`config.mk`:
```
export PLATFORM = sky130hd
export DESIGN_NAME = sq_dma_ctl
export DESIGN_NICKNAME = d
export VERILOG_FILES = /design/src/rtl/sq_pkg.sv /design/src/rtl/sq_ctrl.sv /design/src/rtl/sq_byte_queue.sv /design/src/rtl/sq_ready.sv /design/src/rtl/sq_dma_ctl.sv
export SDC_FILE = /design/constraint.sdc
export NUM_CORES = 1
export LEC_CHECK = 0
export ABC_AREA = 1
export CORE_ASPECT_RATIO = 1.5
export CORE_UTILIZATION = 40
export DETAILED_ROUTE_END_ITERATION = 8
export DONT_BUFFER_PORTS = 1
export HOLD_SLACK_MARGIN = 0.15
export PLACE_DENSITY = 0.53
export SLEW_MARGIN = 20
export SYNTH_ARGS = -nofsm -noshare
export SYNTH_HDL_FRONTEND = slang
export SYNTH_SLANG_ARGS = --single-unit
```
`constraint.sdc`:
```
create_clock -name clk -period 3.57 [get_ports clk]
set_input_delay 0.714 -clock clk [delete_from_list [all_inputs] [get_ports clk]]
set_output_delay 0.714 -clock clk [all_outputs]
set_load 0.005 [all_outputs]
```
`src/rtl/sq_pkg.sv`:
```
package sq_pkg;

  typedef struct packed {
    logic [1:0] rx_sel;
    logic [1:0] tx_sel;
    logic       dma1;
    logic       on;
  } sq_cfg_t;

  // transmit trigger as a fraction of the depth; select 00 is the reset value
  function automatic int tx_trig_of(input logic [1:0] sel, input int depth);
    case (sel)
      2'd0:    return depth / 4;
      2'd1:    return depth / 8;
      2'd2:    return depth / 2;
      default: return depth - 8;
    endcase
  endfunction

  function automatic int rx_trig_of(input logic [1:0] sel, input int depth);
    case (sel)
      2'd0:    return 1;
      2'd1:    return depth / 4;
      2'd2:    return depth / 2;
      default: return depth - 8;
    endcase
  endfunction

  function automatic logic block_mode(input sq_cfg_t c);
    return c.on & c.dma1;
  endfunction

endpackage

```
`src/rtl/sq_ctrl.sv`:
```
module sq_ctrl
  import sq_pkg::*;
(
  input  logic       clk,
  input  logic       rst_n,
  input  logic       cfg_we,
  input  logic [7:0] cfg_wdata,
  output sq_cfg_t    cfg,
  output logic       clr_tx,
  output logic       clr_rx
);

  logic on_flip;

  assign on_flip = cfg_we & (cfg_wdata[0] != cfg.on);
  assign clr_tx  = on_flip | (cfg_we & cfg_wdata[2]);
  assign clr_rx  = on_flip | (cfg_we & cfg_wdata[1]);

  always_ff @(posedge clk or negedge rst_n) begin
    if (!rst_n) begin
      cfg <= '0;
    end else if (cfg_we) begin
      cfg.on     <= cfg_wdata[0];
      cfg.dma1   <= cfg_wdata[3];
      cfg.tx_sel <= cfg_wdata[5:4];
      cfg.rx_sel <= cfg_wdata[7:6];
    end
  end

endmodule

```
`src/rtl/sq_byte_queue.sv`:
```
module sq_byte_queue #(
  parameter int DEPTH = 64,
  parameter int DW    = 8,
  localparam int AW   = $clog2(DEPTH),
  localparam int LW   = $clog2(DEPTH + 1)
) (
  input  logic          clk,
  input  logic          rst_n,
  input  logic          clr,
  input  logic          cap_one,
  input  logic          push,
  input  logic [DW-1:0] din,
  input  logic          pop,
  output logic [DW-1:0] dout,
  output logic [LW-1:0] level,
  output logic          ovr,
  output logic          push_ok,
  output logic          pop_ok,
  output logic          drop
);

  localparam logic [LW-1:0] FULL_LVL = LW'(DEPTH);

  function automatic logic [AW-1:0] ptr_inc(input logic [AW-1:0] p);
    return (p == AW'(DEPTH - 1)) ? '0 : p + 1'b1;
  endfunction

  logic [DW-1:0] mem [DEPTH];
  logic [AW-1:0] wr_ptr, rd_ptr;
  logic [LW-1:0] cap;
  logic          room;

  assign cap     = cap_one ? LW'(1) : FULL_LVL;
  assign pop_ok  = pop & ~clr & (level != '0);
  assign room    = (level < cap) | pop_ok;
  assign push_ok = push & ~clr & room;
  assign drop    = push & ~clr & ~room;

  always_ff @(posedge clk) begin
    if (push_ok) mem[wr_ptr] <= din;
  end

  always_ff @(posedge clk or negedge rst_n) begin
    if (!rst_n) begin
      wr_ptr <= '0;
      rd_ptr <= '0;
      level  <= '0;
      ovr    <= 1'b0;
      dout   <= '0;
    end else if (clr) begin
      wr_ptr <= '0;
      rd_ptr <= '0;
      level  <= '0;
      ovr    <= 1'b0;
    end else begin
      if (push_ok) wr_ptr <= ptr_inc(wr_ptr);
      if (pop_ok) begin
        rd_ptr <= ptr_inc(rd_ptr);
        dout   <= mem[rd_ptr];
      end
      level <= level + LW'(push_ok) - LW'(pop_ok);
      if (drop) ovr <= 1'b1;
    end
  end

endmodule

```
`src/rtl/sq_ready.sv`:
```
module sq_ready #(
  parameter int DEPTH = 64,
  parameter bit IS_TX = 1'b1,
  localparam int LW   = $clog2(DEPTH + 1)
) (
  input  logic          clk,
  input  logic          rst_n,
  input  logic          mode1,
  input  logic [LW-1:0] level,
  input  logic [LW-1:0] trig,
  output logic          rdy_n
);

  localparam logic [LW-1:0] FULL_LVL = LW'(DEPTH);

  logic flag_q, flag_d;

  generate
    if (IS_TX) begin : g_tx
      // held high from full until occupancy drops to the trigger
      assign flag_d = (level == FULL_LVL) | (flag_q & (level > trig));
      assign rdy_n  = mode1 ? flag_d : (level != '0);
    end else begin : g_rx
      // active from the trigger until the queue empties
      assign flag_d = (level >= trig) | (flag_q & (level != '0));
      assign rdy_n  = mode1 ? ~flag_d : (level == '0);
    end
  endgenerate

  always_ff @(posedge clk or negedge rst_n) begin
    if (!rst_n) flag_q <= 1'b0;
    else        flag_q <= flag_d;
  end

endmodule

```
`src/rtl/sq_dma_ctl.sv`:
```
module sq_dma_ctl
  import sq_pkg::*;
#(
  parameter int DEPTH = 64,
  parameter int DW    = 8,
  localparam int LW   = $clog2(DEPTH + 1)
) (
  input  logic          clk,
  input  logic          rst_n,
  input  logic          cfg_we,
  input  logic [7:0]    cfg_wdata,
  input  logic          tx_push,
  input  logic [DW-1:0] tx_din,
  input  logic          tx_pop,
  output logic [DW-1:0] tx_dout,
  output logic [LW-1:0] tx_level,
  output logic          tx_ovr,
  input  logic          rx_push,
  input  logic [DW-1:0] rx_din,
  input  logic          rx_pop,
  output logic [DW-1:0] rx_dout,
  output logic [LW-1:0] rx_level,
  output logic          rx_ovr,
  output logic          txrdy_n,
  output logic          rxrdy_n
);

  sq_cfg_t       cfg;
  logic          clr_tx, clr_rx;
  logic          mode1;
  logic [LW-1:0] tx_trig, rx_trig;
  logic          tx_push_ok, tx_pop_ok, tx_drop;
  logic          rx_push_ok, rx_pop_ok, rx_drop;

  assign mode1   = block_mode(cfg);
  assign tx_trig = LW'(tx_trig_of(cfg.tx_sel, DEPTH));
  assign rx_trig = LW'(rx_trig_of(cfg.rx_sel, DEPTH));

  sq_ctrl u_ctrl (
    .clk(clk), .rst_n(rst_n), .cfg_we(cfg_we), .cfg_wdata(cfg_wdata),
    .cfg(cfg), .clr_tx(clr_tx), .clr_rx(clr_rx)
  );

  sq_byte_queue #(.DEPTH(DEPTH), .DW(DW)) u_txq (
    .clk(clk), .rst_n(rst_n), .clr(clr_tx), .cap_one(~cfg.on),
    .push(tx_push), .din(tx_din), .pop(tx_pop), .dout(tx_dout),
    .level(tx_level), .ovr(tx_ovr),
    .push_ok(tx_push_ok), .pop_ok(tx_pop_ok), .drop(tx_drop)
  );

  sq_byte_queue #(.DEPTH(DEPTH), .DW(DW)) u_rxq (
    .clk(clk), .rst_n(rst_n), .clr(clr_rx), .cap_one(~cfg.on),
    .push(rx_push), .din(rx_din), .pop(rx_pop), .dout(rx_dout),
    .level(rx_level), .ovr(rx_ovr),
    .push_ok(rx_push_ok), .pop_ok(rx_pop_ok), .drop(rx_drop)
  );

  sq_ready #(.DEPTH(DEPTH), .IS_TX(1'b1)) u_txrdy (
    .clk(clk), .rst_n(rst_n), .mode1(mode1),
    .level(tx_level), .trig(tx_trig), .rdy_n(txrdy_n)
  );

  sq_ready #(.DEPTH(DEPTH), .IS_TX(1'b0)) u_rxrdy (
    .clk(clk), .rst_n(rst_n), .mode1(mode1),
    .level(rx_level), .trig(rx_trig), .rdy_n(rxrdy_n)
  );

endmodule

```
==> reports/metrics.csv, run 1 <==
stage,metric,value,unit
outcome,outcome,"complete, no violations",
cts,Skew-Pair Late Insertion Delay,720,ps
flow_run,max_cap viols,0,
setup_path,CP startpoint kind,register,
finish,Filler cells,10918,
route,vias post-DR,30198,
finish,"most common cell after layout, fill and taps aside",nand2_1,
power_and_ir_drop,Peak VDD IR,0.483,mV
cts,Clock Path Buffers,3,
logic_synthesis,yosys warns,0,
floorplanning,I/O pins,65,
floorplanning,Die H,420,um
floorplanning,Die Wd,281,um
logic_synthesis,Synth Instances,4267,
sta,min cycle time layout,3230,ps
setup_path,r2r setup slk,440,ps
cts,Num CTS Buffers,105,
route,Initial DRC Count,1834,
finish,"commonest cells after routing, fill and taps aside","1455 x nand2_1, 1024 x edfxtp_1, 508 x nand3_1, 303 x inv_1, 174 x nor2_1",
setup_path,CP arrival,2520,ps
finish,area of the multi-input gates,0.0120,sq mm
sta,Setup Viol. Count Final,0,
logic_synthesis,"Cell Area, Synth",0.0466,sq mm
cts,"CTS clk-pin slew, worst paths",60,ps
placement,gpl congestion,0.858,
global_routing,first-pass GRT wire length,192000,um
finish,final net count,4428,
sta,worst hold slack,216,ps
route,DR pass1 iterations,5,
finish,register area,0.0324,sq mm
sta,Rel. slew slack,30.6,%
global_routing,grt ovf,0,
route,WL final,130000,um
logic_synthesis,Synth Register Bits,1088,
global_routing,initial antenna violation count,4,
cts,CTS resizes,0,
cts,clk root buf,clkbuf_16,
sta,worst slew pin tran,1030,ps
min_path,HP Class,input port to register,
setup_path,crit-path max FO,3,
route,residual DRC count,0,
power_and_ir_drop,pwr dens,664,mW/mm^2
sta,RSZ-0062 raised after global routing,no,
sta,f_max,0.309,GHz
sta,Setup TNS,0,ps
cts,setup bufs post-CTS,0,
floorplanning,Initial Util,40.3,%
logic_synthesis,syn avg cell area,10.9,sq um
floorplanning,total core area,0.116,sq mm
setup_path,critical path type,register to output port,
sta,endpoints failing hold,0,
finish,post-layout util,45.7,%
logic_synthesis,Syn Nets,4337,
route,antenna-violating nets left,0,
placement,post-DP HPWL,78000,um
route,DR vias/cell,5.04,
power_and_ir_drop,P_leak,0.0204,uW
route,drt wl/cell,21.6,um
global_routing,Total GRT Usage,22.1,%
setup_path,Worst setup EP type,output port,
finish,layout cells sized above 1,9.39,%
sta,Worst Skew,47.8,ps
cts,H-tree depth,3,
floorplanning,row count,153,
sta,fin crit share,90.6,%
setup_path,worst endpoint required time,2860,ps
placement,Port Buffers,0,
cts,CTS tree,done,
finish,area grow syn2layout,13.5,%
global_routing,largest net degree at the start of global routing,144,
logic_synthesis,"Seq/Total Area, Yosys",69.5,%
logic_synthesis,Cell variety after synth,44,
global_routing,vias in the first global route,30265,
cts,Clock Sinks,1088,
sta,max-slew violation count,0,
floorplanning,die area,0.118,sq mm
what timing repair did:
| action | in CTS | in global routing |
|---|---|---|
| hold buffers | 33 | 0 |
| endpoints found under the setup margin | 0 | 0 |
| hold endpoints to repair | 1020 | 0 |
power by group:
part	total (uW)	internal (uW)	switching (uW)	leakage [uW]
logic	9940	2850	7090	0.00879
clock network	10500	5720	4760	0.00155
registers	14700	14300	398	0.0100
metrics by stage:
step	total power (uW)	std cells	cell area (sq um)	setup slack (ps)
after floorplan	21000	4267	46600	567
after global placement	24600	5768	49000	398
after detailed placement	24600	5768	49000	387
after CTS	35500	5992	52900	282
after global routing	36800	5992	52900	106
final	35100	5993	52900	335
registers in the layout (all words and copies together), names as in the netlist:
register and count:
u_ctrl.cfg 6, u_rxq.dout 8, u_rxq.level 7, u_rxq.mem 512
u_rxq.ovr 1, u_rxq.rd_ptr 6, u_rxq.wr_ptr 6, u_rxrdy.flag_q 1
u_txq.dout 8, u_txq.level 7, u_txq.mem 512, u_txq.ovr 1
u_txq.rd_ptr 6, u_txq.wr_ptr 6, u_txrdy.flag_q 1
per-layer routing:
layer / share of wire, % / GRT usage, % / vias to the layer above
met2: 53 / 40.8 / 681
met4: 4.1 / 9.48 / 4
met5: 0.016 / 0 / -
met3: 4.5 / 3.19 / 243
li1: - / - / 14646
met1: 39 / 25.3 / 14624
final timing paths:
check	start	to	depth (start not counted)
max	u_ctrl.cfg[2]	txrdy_n	9
min	cfg_we	u_rxq.ovr	2
max reg2reg	u_txq.level[3]	u_txq.mem[55][7]	11
min reg2reg	u_txq.dout[7]	u_txq.dout[7]	2
max in group asynchronous	rst_n	u_txq.rd_ptr[0]	2
min in group asynchronous	rst_n	u_rxq.level[0]	2
final cells by class:
class | count | share of cell area (%)
Tap cell | 1550 | 3.67
Clock buffer | 145 | 5.45
Multi-Input combinational cell | 2634 | 22.7
Timing Repair Buffer | 209 | 4.01
Inverter | 320 | 2.29
Clock inverter | 46 | 0.634
Sequential cell | 1088 | 61.2
Antenna cell | 1 | 0.00473
cells in the mapped netlist (all sizes together):
master | n | area share, %
a21boi | 24 | 0.39
a21oi | 119 | 1.3
nor2 | 177 | 1.5
clkbuf | 87 | 0.70
a211oi | 1 | 0.016
or2 | 48 | 0.64
nor3 | 60 | 0.66
o21bai | 1 | 0.016
xor2 | 7 | 0.13
dfrtp | 64 | 3.4
o22ai | 13 | 0.17
mux2i | 1 | 0.021
a21o | 2 | 0.032
xnor2 | 4 | 0.075
and3 | 1 | 0.013
nand4 | 1 | 0.013
edfxtp | 1024 | 66
nand3b | 32 | 0.52
o21a | 3 | 0.048
o21ai | 62 | 0.68
inv | 312 | 2.5
nand3 | 513 | 5.6
fa | 2 | 0.086
ha | 37 | 0.99
nor3b | 2 | 0.032
o32ai | 1 | 0.019
buf | 138 | 1.5
mux2 | 3 | 0.073
nand2 | 1463 | 12
o211ai | 57 | 0.92
clkinv | 8 | 0.064
cells by family after synthesis:
| group | share of synthesized area (%) |
|---|---|
| simple gates | 20.8 |
| flops | 69.5 |
| buf+inv | 4.75 |
| compound gates | 3.57 |
| fa+ha+maj | 1.08 |
| xor+xnor | 0.207 |
| mux | 0.0940 |
worst max-delay path, stage by stage, from the launching register on:
cell and delay (ps):
dfrtp_1 400, inv_1 70, ha_1 280, inv_1 40, ha_1 260, nand2_1 60
o21ai_0 150, o211ai_1 150, a21oi_1 200, mux2_2 200
Power figures use the tool's default switching activity.
==> run 2: changes to the inputs <==
Settings changed: CORE_UTILIZATION 40 to 30, PLACE_DENSITY 0.53 to 0.43.
==> run 2 against run 1 <==
Compared with the run above: fmax is 2.1% higher; via count is 0.96% lower; die area is 33% higher; sequential share of layout area is 1.2 points lower; first-iteration DRC count is 2.1% lower; wire length is 6.6% higher.
==> reports/metrics.csv, run 2 (synthesized netlist as in run 1, its figures left out) <==
stage,metric,value,unit,change
sta,endpoints failing hold,0,,unchanged
global_routing,Total GRT Usage,17.7,%,-4.5 points
finish,area grow syn2layout,15.8,%,
placement,DP Area,0.0498,sq mm,+1.6%
outcome,outcome,"complete, no violations",,
setup_path,CP arrival,2450,ps,-70 ps
route,WL final,138000,um,+6.6%
sta,Setup TNS,0,ps,unchanged
placement,gpl congestion,0.803,,-6.4%
setup_path,critical path type,register to output port,,
route,residual DRC count,0,,unchanged
sta,fin crit share,88.7,%,-1.9 points
finish,"commonest cells after routing, fill and taps aside","1455 x nand2_1, 1024 x edfxtp_1, 508 x nand3_1, 303 x inv_1, 178 x buf_4",,
sta,RSZ-0062 raised after global routing,no,,
flow_run,max_cap viols,0,,unchanged
finish,area of the multi-input gates,0.0120,sq mm,unchanged
setup_path,CP cell instances,inv_1 -> ha_1 -> nor2_1 -> ha_1 -> a21oi_1 -> o21ai_0 -> o211ai_1 -> a21oi_1 -> mux2_2,,
route,DR vias/cell,4.59,,-8.8%
placement,post-DP HPWL,84600,um,+8.5%
sta,final worst setup slack,402,ps,+66.7 ps
setup_path,crit-path max FO,3,,unchanged
floorplanning,die area,0.157,sq mm,+33%
power_and_ir_drop,P_leak,0.0206,uW,+1.3%
cts,Clock Path Buffers,3,,unchanged
floorplanning,Die Wd,324,um,+15%
finish,final net count,4441,,+0.29%
cts,"CTS clk-pin slew, worst paths",70,ps,about the same
power_and_ir_drop,pwr dens,675,mW/mm^2,+1.7%
finish,Largest regs,"u_rxq.mem: 512 flops, u_txq.mem: 512 flops",,
cts,Skew-Pair Late Insertion Delay,740,ps,+20 ps
global_routing,vias in the first global route,30969,,+2.3%
cts,Num CTS Buffers,108,,+2.9%
setup_path,critical path's slowest cell,dfrtp_1,,
route,antenna-violating nets left,0,,unchanged
global_routing,initial antenna violation count,2,,-2
route,Initial DRC Count,1796,,-2.1%
floorplanning,I/O pins,65,,unchanged
finish,ant diodes,0,,-1
setup_path,CP startpoint kind,register,,
floorplanning,row count,176,,+15%
power_and_ir_drop,Peak VDD IR,0.588,mV,+22%
finish,final instance area,0.0539,sq mm,+2.0%
floorplanning,total core area,0.154,sq mm,+33%
cts,CTS tree,done,,
sta,f_max,0.316,GHz,+2.1%
sta,Rel. slew slack,36.1,%,+5.5 points
min_path,HP Class,input port to register,,
route,drt wl/cell,21.2,um,-1.9%
finish,"most common cell after layout, fill and taps aside",nand2_1,,
floorplanning,Initial Util,30.3,%,-10 points
sta,min cycle time layout,3170,ps,-66.7 ps
route,DR pass1 iterations,5,,unchanged
cts,Clock Sinks,1088,,unchanged
setup_path,Reg2Reg Depth,19,,+8
finish,Filler cells,15533,,+42%
setup_path,Worst setup EP type,output port,,
sta,max-slew violation count,0,,unchanged
placement,Port Buffers,0,,unchanged
min_path,hold path depth,3,,+1
setup_path,worst endpoint required time,2860,ps,about the same
setup_path,Worst path max stage delay,380,ps,-20 ps
finish,post-layout util,35.1,%,-11 points
placement,Setup WS pre-CTS,433,ps,+45.9 ps
sta,Worst Skew,38.6,ps,-9.24 ps
sta,Setup Viol. Count Final,0,,unchanged
cts,H-tree depth,3,,unchanged
finish,layout cells sized above 1,10.2,%,+0.85 points
route,vias post-DR,29907,,-0.96%
global_routing,grt ovf,0,,unchanged
global_routing,first-pass GRT wire length,203000,um,+6.0%
cts,clk root buf,clkbuf_16,,
sta,worst slew pin tran,952,ps,-82.0 ps
floorplanning,Die H,485,um,+15%
finish,register area,0.0324,sq mm,unchanged
global_routing,largest net degree at the start of global routing,210,,+46%
-- run 2: layer usage --
metal / part of all wire (%) / routed length (um) / vias to the layer above / GRT usage (%)
met5: 0.011 / 15 / - / 0
met3: 4.3 / 5960 / 205 / 2.98
li1: - / - / 14642 / -
met4: 3.8 / 5240 / 2 / 7.23
met2: 53 / 73400 / 527 / 32.7
met1: 39 / 53600 / 14531 / 19.8
-- run 2: final cells by class --
type	instances	share of cell area [%]
clock inverters	69	1.24
clock buffers	134	5.35
repair buffers	219	4.09
multi-input cells	2634	22.3
well taps	2047	4.75
inverters	320	2.25
flip-flops and latches	1088	60.0
-- run 2: through the flow --
step	hold slack (ps)	power, uW	std cells
floorplan	418	21000	4267
global route	273	38200	6511
finish	250	36400	6511
CTS	192	37000	6511
detailed placement	420	25000	6283
global placement	420	25000	6283
-- run 2: path summary, 6_finish.rpt --
| kind | to | slack [ps] | startpoint |
|---|---|---|---|
| setup / recovery | txrdy_n | 400 | u_ctrl.cfg[2] |
| hold / removal | u_txq.ovr | 250 | tx_push |
| setup reg to reg | u_txq.level[6] | 470 | u_txq.level[3] |
| hold reg to reg | u_ctrl.cfg[1] | 510 | u_ctrl.cfg[1] |
| max in group asynchronous | u_txq.rd_ptr[0] | 2680 | rst_n |
| min in group asynchronous | u_txq.level[6] | 490 | rst_n |
-- run 2: critical path, delay by kind of cell, from the launching register on --
family / cells / cell delay [ps]
DFF: 1 / 380
buffers and inverters: 1 / 70
muxes: 1 / 280
adders and majority gates: 2 / 440
AOI/OAI and AO/OA: 4 / 430
and+or+nand+nor: 1 / 110
-- run 2: what timing repair did --
action,CTS,global route
setup buffers,0,0
resized for setup,0,0
hold endpoints to repair,1094,0
hold buffers,25,0
-- run 2: report_power, final --
group | total [uW] | switching (uW) | leakage (uW) | internal, uW
Sequential | 14600 | 324 | 0.0100 | 14300
Clock | 11500 | 5070 | 0.00173 | 6470
Combinational | 10300 | 7380 | 0.00887 | 2880
